`src/rtl/spi_hold_pkg.sv`:
```
package spi_hold_pkg;
    localparam int unsigned BYTE_W = 8;
    localparam int unsigned CNT_W  = $clog2(BYTE_W);

    typedef logic [BYTE_W-1:0] byte_t;

    typedef struct packed {
        logic             sck_prev;
        logic             csn_prev;
        logic             active;
        logic             held;
        logic             first;
        logic             matched;
        logic [CNT_W-1:0] cnt;
        byte_t            sh;
        logic             rx_valid;
        logic             rx_first;
        byte_t            rx_byte;
        logic             end_evt;
        logic             end_aligned;
    } frame_t;

    typedef struct packed {
        byte_t sh;
    } tx_t;
endpackage

```
`src/rtl/spi_hold_sync.sv`:
```
module spi_hold_sync #(
    parameter int unsigned W      = 4,
    parameter int unsigned STAGES = 2,
    parameter logic [W-1:0] RST_VAL = '0
) (
    input  logic         clk,
    input  logic         rst_n,
    input  logic [W-1:0] async_i,
    output logic [W-1:0] sync_o
);
    logic [W-1:0] stage_q [STAGES];

    generate
        for (genvar s = 0; s < STAGES; s++) begin : g_stage
            always_ff @(posedge clk or negedge rst_n) begin
                if (!rst_n) begin
                    stage_q[s] <= RST_VAL;
                end else if (s == 0) begin
                    stage_q[s] <= async_i;
                end else begin
                    stage_q[s] <= stage_q[(s == 0) ? 0 : s-1];
                end
            end
        end
    endgenerate

    assign sync_o = stage_q[STAGES-1];
endmodule

```
`src/rtl/spi_hold_frame.sv`:
```
module spi_hold_frame
    import spi_hold_pkg::*;
#(
    parameter int unsigned ADDR_W = 2
) (
    input  logic              clk,
    input  logic              rst_n,
    input  logic              sck_s,
    input  logic              sdi_s,
    input  logic              csn_s,
    input  logic              holdn_s,
    input  logic [ADDR_W-1:0] strap_i,
    output logic              active_o,
    output logic              matched_o,
    output logic              held_o,
    output logic              fall_go_o,
    output logic [CNT_W-1:0]  cnt_o,
    output logic              rx_valid_o,
    output logic              rx_first_o,
    output byte_t             rx_byte_o,
    output logic              end_evt_o,
    output logic              end_aligned_o
);
    frame_t frm_d, frm_q;
    logic   rise, fall;

    always_comb begin
        frm_d          = frm_q;
        frm_d.rx_valid = 1'b0;
        frm_d.rx_first = 1'b0;
        frm_d.end_evt  = 1'b0;
        frm_d.end_aligned = 1'b0;
        frm_d.sck_prev = sck_s;
        frm_d.csn_prev = csn_s;
        rise      = sck_s & ~frm_q.sck_prev;
        fall      = ~sck_s & frm_q.sck_prev;
        fall_go_o = 1'b0;

        if (csn_s) begin
            if (frm_q.active) begin
                frm_d.end_evt     = 1'b1;
                frm_d.end_aligned = (frm_q.cnt == '0);
            end
            frm_d.active  = 1'b0;
            frm_d.held    = 1'b0;
            frm_d.matched = 1'b0;
        end else if (frm_q.csn_prev) begin
            frm_d.active  = 1'b1;
            frm_d.first   = 1'b1;
            frm_d.matched = 1'b0;
            frm_d.held    = 1'b0;
            frm_d.cnt     = '0;
            frm_d.sh      = '0;
        end else if (frm_q.active) begin
            if (!sck_s) begin
                frm_d.held = ~holdn_s;
            end
            if (!frm_q.held) begin
                if (rise) begin
                    frm_d.sh  = {frm_q.sh[BYTE_W-2:0], sdi_s};
                    frm_d.cnt = frm_q.cnt + 1'b1;
                    if (frm_q.cnt == CNT_W'(BYTE_W-1)) begin
                        frm_d.rx_byte = frm_d.sh;
                        if (frm_q.first) begin
                            frm_d.first = 1'b0;
                            if (frm_d.sh[ADDR_W-1:0] == strap_i) begin
                                frm_d.matched  = 1'b1;
                                frm_d.rx_valid = 1'b1;
                                frm_d.rx_first = 1'b1;
                            end
                        end else if (frm_q.matched) begin
                            frm_d.rx_valid = 1'b1;
                        end
                    end
                end
                if (fall && frm_q.matched) begin
                    fall_go_o = 1'b1;
                end
            end
        end
    end

    always_ff @(posedge clk or negedge rst_n) begin
        if (!rst_n) begin
            frm_q <= '0;
        end else begin
            frm_q <= frm_d;
        end
    end

    assign active_o      = frm_q.active;
    assign matched_o     = frm_q.matched;
    assign held_o        = frm_q.held;
    assign cnt_o         = frm_q.cnt;
    assign rx_valid_o    = frm_q.rx_valid;
    assign rx_first_o    = frm_q.rx_first;
    assign rx_byte_o     = frm_q.rx_byte;
    assign end_evt_o     = frm_q.end_evt;
    assign end_aligned_o = frm_q.end_aligned;
endmodule

```
`src/rtl/spi_hold_tx.sv`:
```
module spi_hold_tx
    import spi_hold_pkg::*;
(
    input  logic             clk,
    input  logic             rst_n,
    input  logic             load_i,
    input  byte_t            load_byte_i,
    input  logic             fall_go_i,
    input  logic [CNT_W-1:0] cnt_i,
    output logic             sdo_o
);
    tx_t tx_d, tx_q;

    always_comb begin
        tx_d = tx_q;
        if (load_i) begin
            tx_d.sh = load_byte_i;
        end else if (fall_go_i && (cnt_i != '0)) begin
            tx_d.sh = {tx_q.sh[BYTE_W-2:0], 1'b0};
        end
    end

    always_ff @(posedge clk or negedge rst_n) begin
        if (!rst_n) begin
            tx_q <= '0;
        end else begin
            tx_q <= tx_d;
        end
    end

    assign sdo_o = tx_q.sh[BYTE_W-1];
endmodule

```
`src/rtl/spi_hold_slave.sv`:
```
module spi_hold_slave
    import spi_hold_pkg::*;
#(
    parameter int unsigned ADDR_W      = 2,
    parameter int unsigned SYNC_STAGES = 2
) (
    input  logic              clk,
    input  logic              rst_n,
    input  logic              sck_i,
    input  logic              sdi_i,
    input  logic              csn_i,
    input  logic              holdn_i,
    input  logic [ADDR_W-1:0] strap_i,
    input  logic              tx_load_i,
    input  logic [7:0]        tx_byte_i,
    output logic              sdo_o,
    output logic              sdo_oe_o,
    output logic              rx_valid_o,
    output logic              rx_first_o,
    output logic [7:0]        rx_byte_o,
    output logic              cs_end_o,
    output logic              cs_end_aligned_o
);
    localparam int unsigned NSYNC = 4;

    logic [NSYNC-1:0] sync_w;
    logic             csn_s, holdn_s, sck_s, sdi_s;
    logic             active_w, matched_w, held_w, fall_go_w;
    logic [CNT_W-1:0] cnt_w;

    spi_hold_sync #(
        .W       (NSYNC),
        .STAGES  (SYNC_STAGES),
        .RST_VAL (4'b1100)
    ) sync_i (
        .clk     (clk),
        .rst_n   (rst_n),
        .async_i ({csn_i, holdn_i, sck_i, sdi_i}),
        .sync_o  (sync_w)
    );

    assign {csn_s, holdn_s, sck_s, sdi_s} = sync_w;

    spi_hold_frame #(
        .ADDR_W (ADDR_W)
    ) frame_i (
        .clk           (clk),
        .rst_n         (rst_n),
        .sck_s         (sck_s),
        .sdi_s         (sdi_s),
        .csn_s         (csn_s),
        .holdn_s       (holdn_s),
        .strap_i       (strap_i),
        .active_o      (active_w),
        .matched_o     (matched_w),
        .held_o        (held_w),
        .fall_go_o     (fall_go_w),
        .cnt_o         (cnt_w),
        .rx_valid_o    (rx_valid_o),
        .rx_first_o    (rx_first_o),
        .rx_byte_o     (rx_byte_o),
        .end_evt_o     (cs_end_o),
        .end_aligned_o (cs_end_aligned_o)
    );

    spi_hold_tx tx_i (
        .clk         (clk),
        .rst_n       (rst_n),
        .load_i      (tx_load_i),
        .load_byte_i (tx_byte_i),
        .fall_go_i   (fall_go_w),
        .cnt_i       (cnt_w),
        .sdo_o       (sdo_o)
    );

    assign sdo_oe_o = active_w & matched_w & ~held_w;
endmodule

```
`config.mk`:
```
export PLATFORM = sky130hd
export DESIGN_NAME = spi_hold_slave
export DESIGN_NICKNAME = d
export VERILOG_FILES = /design/src/rtl/spi_hold_pkg.sv /design/src/rtl/spi_hold_sync.sv /design/src/rtl/spi_hold_frame.sv /design/src/rtl/spi_hold_tx.sv /design/src/rtl/spi_hold_slave.sv
export SDC_FILE = /design/constraint.sdc
export NUM_CORES = 1
export LEC_CHECK = 0
export BUFFER_PORTS_ARGS = -buffer_cell sky130_fd_sc_hd__buf_4
export CORE_MARGIN = 10
export CORE_UTILIZATION = 49
export CTS_BUF_LIST = sky130_fd_sc_hd__clkbuf_16
export CTS_CLUSTER_DIAMETER = 120
export DETAILED_ROUTE_END_ITERATION = 12
export PLACE_DENSITY = 0.8
export SLEW_MARGIN = 15
export SYNTH_ARGS = -nofsm -noshare
export SYNTH_HDL_FRONTEND = slang
export SYNTH_SLANG_ARGS = --single-unit
```
`constraint.sdc`:
```
create_clock -name clk -period 1.61 [get_ports clk]
set_input_delay 0.2415 -clock clk [delete_from_list [all_inputs] [get_ports clk]]
set_output_delay 0.2415 -clock clk [all_outputs]
set_load 0.03 [all_outputs]
```
==> impl_metrics.xml <==
<?xml version="1.0" encoding="UTF-8"?>
<metrics>
  <group name="yosys">
    <metric name="yosys_warnings" unit="">0</metric>
    <metric name="syn-num-nets" unit="">162</metric>
    <metric name="mappedNetlistArea" unit="sq mm">0.00184</metric>
    <metric name="synth_area_per_cell" unit="sq um">13.0</metric>
    <metric name="yosys.area.top_type" unit="">sky130_fd_sc_hd__dfrtp_1</metric>
    <metric name="synth_seq_area_share" unit="">0.601</metric>
    <metric name="synthDistinctLibCells" unit="">28</metric>
    <metric name="synth-edff-count" unit="">0</metric>
    <metric name="area_share_of_the_largest_cell_type_after_synthesis" unit="">0.543</metric>
    <metric name="synthArstFlopShare" unit="">1.00</metric>
    <metric name="post_synthesis_cell_count" unit="">142</metric>
    <metric name="yosys-top-cells-area" unit="">sky130_fd_sc_hd__dfrtp_1, sky130_fd_sc_hd__o31a_1, sky130_fd_sc_hd__dfstp_2</metric>
    <metric name="synthFlopType" unit="">sky130_fd_sc_hd__dfrtp_1</metric>
    <metric name="ys_seq_elements" unit="">44</metric>
  </group>
  <group name="detailed_routing">
    <metric name="route.detailed.vias_per_inst" unit="">5.39</metric>
    <metric name="drt-wirelength-per-cell" unit="um">15.9</metric>
    <metric name="wl_met1" unit="um">1470</metric>
    <metric name="drt-pass1-iter-count" unit="">2</metric>
    <metric name="met3_length" unit="um">271</metric>
    <metric name="drcViolationCount" unit="">0</metric>
    <metric name="drt-initial-drc-count" unit="">37</metric>
    <metric name="uppermost_metal_layer_occupied_by_signal_nets" unit="">met4</metric>
    <metric name="via_count" unit="">1203</metric>
    <metric name="route.final.wire_length" unit="um">3550</metric>
    <metric name="drt.antenna.violating_nets" unit="">0</metric>
    <metric name="wl_met2" unit="um">1770</metric>
  </group>
  <group name="critical_path">
    <metric name="r2r-end" unit="">tx_i.tx_q[4]</metric>
    <metric name="arrival" unit="ns">1.82</metric>
    <metric name="critPathMaxFanout" unit="">8</metric>
    <metric name="timing.reg2reg.setup_slack" unit="ns">-0.04</metric>
    <metric name="worstReg2RegStart" unit="">sync_i.sync_o[1]</metric>
    <metric name="endpoint_kind" unit="">flop</metric>
    <metric name="cp.required" unit="ns">1.78</metric>
    <metric name="setup.worst_path.start_class" unit="">flop</metric>
    <metric name="setup.worst_path.class" unit="">reg -&gt; reg</metric>
    <metric name="worst_r2r_path_depth" unit="">4</metric>
  </group>
  <group name="run_status">
    <metric name="outcome" unit="">finished with violations</metric>
    <metric name="violations" unit="">setup timing</metric>
  </group>
  <group name="pwr">
    <metric name="static_leakage" unit="nW">1.08</metric>
    <metric name="clock_power_share" unit="">0.408</metric>
    <metric name="vdd_drop_max" unit="V">0.000567</metric>
    <metric name="switching_portion_of_total_power" unit="">0.214</metric>
    <metric name="internal-power" unit="mW">1.80</metric>
    <metric name="seq_power_share" unit="">0.512</metric>
    <metric name="p_sw" unit="mW">0.488</metric>
    <metric name="combPwrFrac" unit="">0.080</metric>
    <metric name="power.density" unit="mW/mm^2">986</metric>
  </group>
  <group name="flow_run">
    <metric name="drv.max_cap_violation_count" unit="">0</metric>
  </group>
  <group name="floorplan">
    <metric name="coreArea" unit="sq mm">0.00366</metric>
    <metric name="number_of_top_level_pins" unit="">31</metric>
    <metric name="placementRows" unit="">22</metric>
    <metric name="floorplan.initialDensity" unit="">0.503</metric>
    <metric name="die-area" unit="sq mm">0.00661</metric>
    <metric name="floorplan.die.height" unit="um">81.3</metric>
    <metric name="die_width" unit="um">81.3</metric>
  </group>
  <group name="worst_hold_path">
    <metric name="hold-path-endpoint" unit="">sync_i.stage_q[5]</metric>
    <metric name="min_path_type" unit="">in -&gt; reg</metric>
    <metric name="min_from" unit="">sck_i</metric>
    <metric name="hold_path_depth" unit="">1</metric>
  </group>
  <group name="clock_tree">
    <metric name="cts.sink_count" unit="">44</metric>
    <metric name="clkTransAtPathRegs" unit="ns">0.06</metric>
    <metric name="h-tree-depth" unit="">2</metric>
    <metric name="cts_tree" unit="">done</metric>
    <metric name="ctsLongestPathBuffers" unit="">2</metric>
    <metric name="clock_latency" unit="ns">0.28</metric>
    <metric name="clock_tree.root_cell" unit="">sky130_fd_sc_hd__clkbuf_16</metric>
    <metric name="tritoncts.num_buffers" unit="">5</metric>
  </group>
  <group name="global_route">
    <metric name="grt_first_pass_wirelength" unit="um">6090</metric>
    <metric name="grt_pass1_vias" unit="">1273</metric>
    <metric name="grt_antenna_before_repair" unit="">0</metric>
    <metric name="grt_remaining_overflow" unit="">0</metric>
    <metric name="grt_start_max_net_pins" unit="">45</metric>
    <metric name="track_usage" unit="">0.118</metric>
  </group>
  <group name="sta">
    <metric name="hold_viol_final" unit="">0</metric>
    <metric name="min_period" unit="ns">1.65</metric>
    <metric name="grt_setup_unrepaired" unit="">yes</metric>
    <metric name="final.period_utilization" unit="">1.03</metric>
    <metric name="report.final.setup_viol" unit="">7</metric>
    <metric name="worstMarginPinSlew" unit="ns">0.526</metric>
    <metric name="timing.final.max_slew_violations" unit="">0</metric>
    <metric name="worst_slack" unit="ns">-0.0449</metric>
    <metric name="clock-skew-final" unit="ns">0.00617</metric>
    <metric name="slew-limit-headroom" unit="">0.650</metric>
    <metric name="hold_ws" unit="ns">0.0673</metric>
    <metric name="fmax" unit="GHz">0.604</metric>
  </group>
  <group name="cells_and_area">
    <metric name="finalCoreUtilization" unit="">0.633</metric>
    <metric name="fillCellCount" unit="">288</metric>
    <metric name="insertedDiodeCount" unit="">0</metric>
    <metric name="final_common_cell" unit="">sky130_fd_sc_hd__dfrtp_1</metric>
    <metric name="layout-area-overhead-vs-synth" unit="%">25.7</metric>
    <metric name="final_layout_size_suffix_gt1_frac" unit="">0.400</metric>
    <metric name="layout_common_cells" unit="">sky130_fd_sc_hd__dfrtp_1, sky130_fd_sc_hd__buf_4, sky130_fd_sc_hd__o31a_1, sky130_fd_sc_hd__a22o_1</metric>
    <metric name="final_net_count" unit="">195</metric>
  </group>
  <group name="place">
    <metric name="port_buffers" unit="">30</metric>
    <metric name="gp_congestion" unit="">0.715</metric>
    <metric name="dpl.hpwl" unit="um">2480</metric>
  </group>
</metrics>
## worst max path at each step
stage,from,to,slack [ns],depth (start not counted)
after floorplan,frame_i.frm_q[27],tx_i.tx_q[7],-0.15,5
after global placement,frame_i.cnt_o[0],tx_i.tx_q[1],-0.21,5
after detailed placement,frame_i.cnt_o[0],tx_i.tx_q[4],-0.36,5
after CTS,sync_i.sync_o[1],tx_i.tx_q[5],-0.06,4
after global routing,sync_i.sync_o[1],tx_i.tx_q[4],-0.1,4
final,sync_i.sync_o[1],tx_i.tx_q[4],-0.04,4
## sequential cells by signal (all words and copies together) (netlist names)
| name | cells |
|---|---|
| frame_i.rx_byte_o | 8 |
| frame_i.rx_first_o | 1 |
| frame_i.matched_o | 1 |
| frame_i.end_aligned_o | 1 |
| frame_i.frm_q | 10 |
| sync_i.sync_o | 4 |
| frame_i.cnt_o | 3 |
| tx_i.tx_q | 8 |
| frame_i.end_evt_o | 1 |
| frame_i.held_o | 1 |
| sync_i.stage_q | 4 |
| frame_i.rx_valid_o | 1 |
| frame_i.active_o | 1 |
## routing by layer
layer  GRT usage  up-vias
li1            -      569
met1       0.137      603
met2       0.189       27
met3      0.0574        4
met4      0.0363        0
met5           0        -
## per-stage QoR
step           instances  setup TNS [ns]  power, mW  cell area, sq um  setup slack, ns
2_1_floorplan        142          -0.441       1.27              1850           -0.151
3_3_place_gp         212           -1.50       1.35              2100           -0.205
3_5_place_dp         212           -2.62       1.36              2100           -0.361
4_1_cts              221          -0.338       2.31              2270          -0.0643
5_1_grt              223          -0.564       2.38              2320          -0.0981
6_report             223          -0.218       2.28              2320          -0.0449
## cells by family (layout without fill, tap and decap cells)
family | count (synthesis) | count (layout) | share of synthesized area
multiplexers | 9 | 9 | 0.0550
flip-flops | 44 | 44 | 0.601
AND/OR/NAND/NOR | 34 | 34 | 0.121
adder cells (fa/ha/maj) | 3 | 3 | 0.0204
AO/OA/AOI/OAI | 30 | 30 | 0.132
buffers and inverters | 20 | 53 | 0.0618
XOR/XNOR | 2 | 2 | 0.00951
## worst max-delay path, cell delays in order, from the launching register on
cell                      delay [ns]
sky130_fd_sc_hd__dfrtp_1        0.41
sky130_fd_sc_hd__or4b_4         0.50
sky130_fd_sc_hd__buf_6          0.16
sky130_fd_sc_hd__o31a_1         0.23
sky130_fd_sc_hd__o31a_1         0.24
## Yosys cell counts (2+ instances only)
master and number:
sky130_fd_sc_hd__o31a_1 14, sky130_fd_sc_hd__xnor2_1 2, sky130_fd_sc_hd__a21oi_1 2, sky130_fd_sc_hd__and2_1 3, sky130_fd_sc_hd__nand2b_1 9, sky130_fd_sc_hd__ha_1 3
sky130_fd_sc_hd__dfrtp_1 40, sky130_fd_sc_hd__clkbuf_1 6, sky130_fd_sc_hd__o21ai_0 2, sky130_fd_sc_hd__nand3_1 3, sky130_fd_sc_hd__nor2_1 4, sky130_fd_sc_hd__buf_4 8
sky130_fd_sc_hd__inv_1 4, sky130_fd_sc_hd__mux2_2 9, sky130_fd_sc_hd__nor4b_1 7, sky130_fd_sc_hd__a22o_1 10, sky130_fd_sc_hd__nand2_1 2, sky130_fd_sc_hd__dfstp_2 4
## power by group through the flow
stage	Sequential, mW	Clock [mW]	Combinational [mW]
4_1_cts	1.17	0.957	0.181
3_5_place_dp	1.19	0	0.173
3_3_place_gp	1.19	0	0.164
2_1_floorplan	1.19	0	0.0791
6_report	1.17	0.933	0.182
5_1_grt	1.17	0.998	0.203
## repair_timing
action                     CTS  global route
hold buffers                 1             0
buffers inserted             0             2
hold endpoints to repair    40             0
resized for setup            6             5
cloned                       1             0
pin swaps                    1             0
setup endpoints to repair   21            15
## layout make-up
cell class                 instances  area [sq um]  share of cell area
inverter                           4          15.0             0.00648
multi-input combinational         78           669               0.289
sequential                        44          1110               0.478
clock buffer                       5           125              0.0540
clock inverter                     2          8.76             0.00378
tap                               48          60.1              0.0259
timing repair buffer              42           332               0.143
No activity file was read; power rests on OpenSTA's default activity.
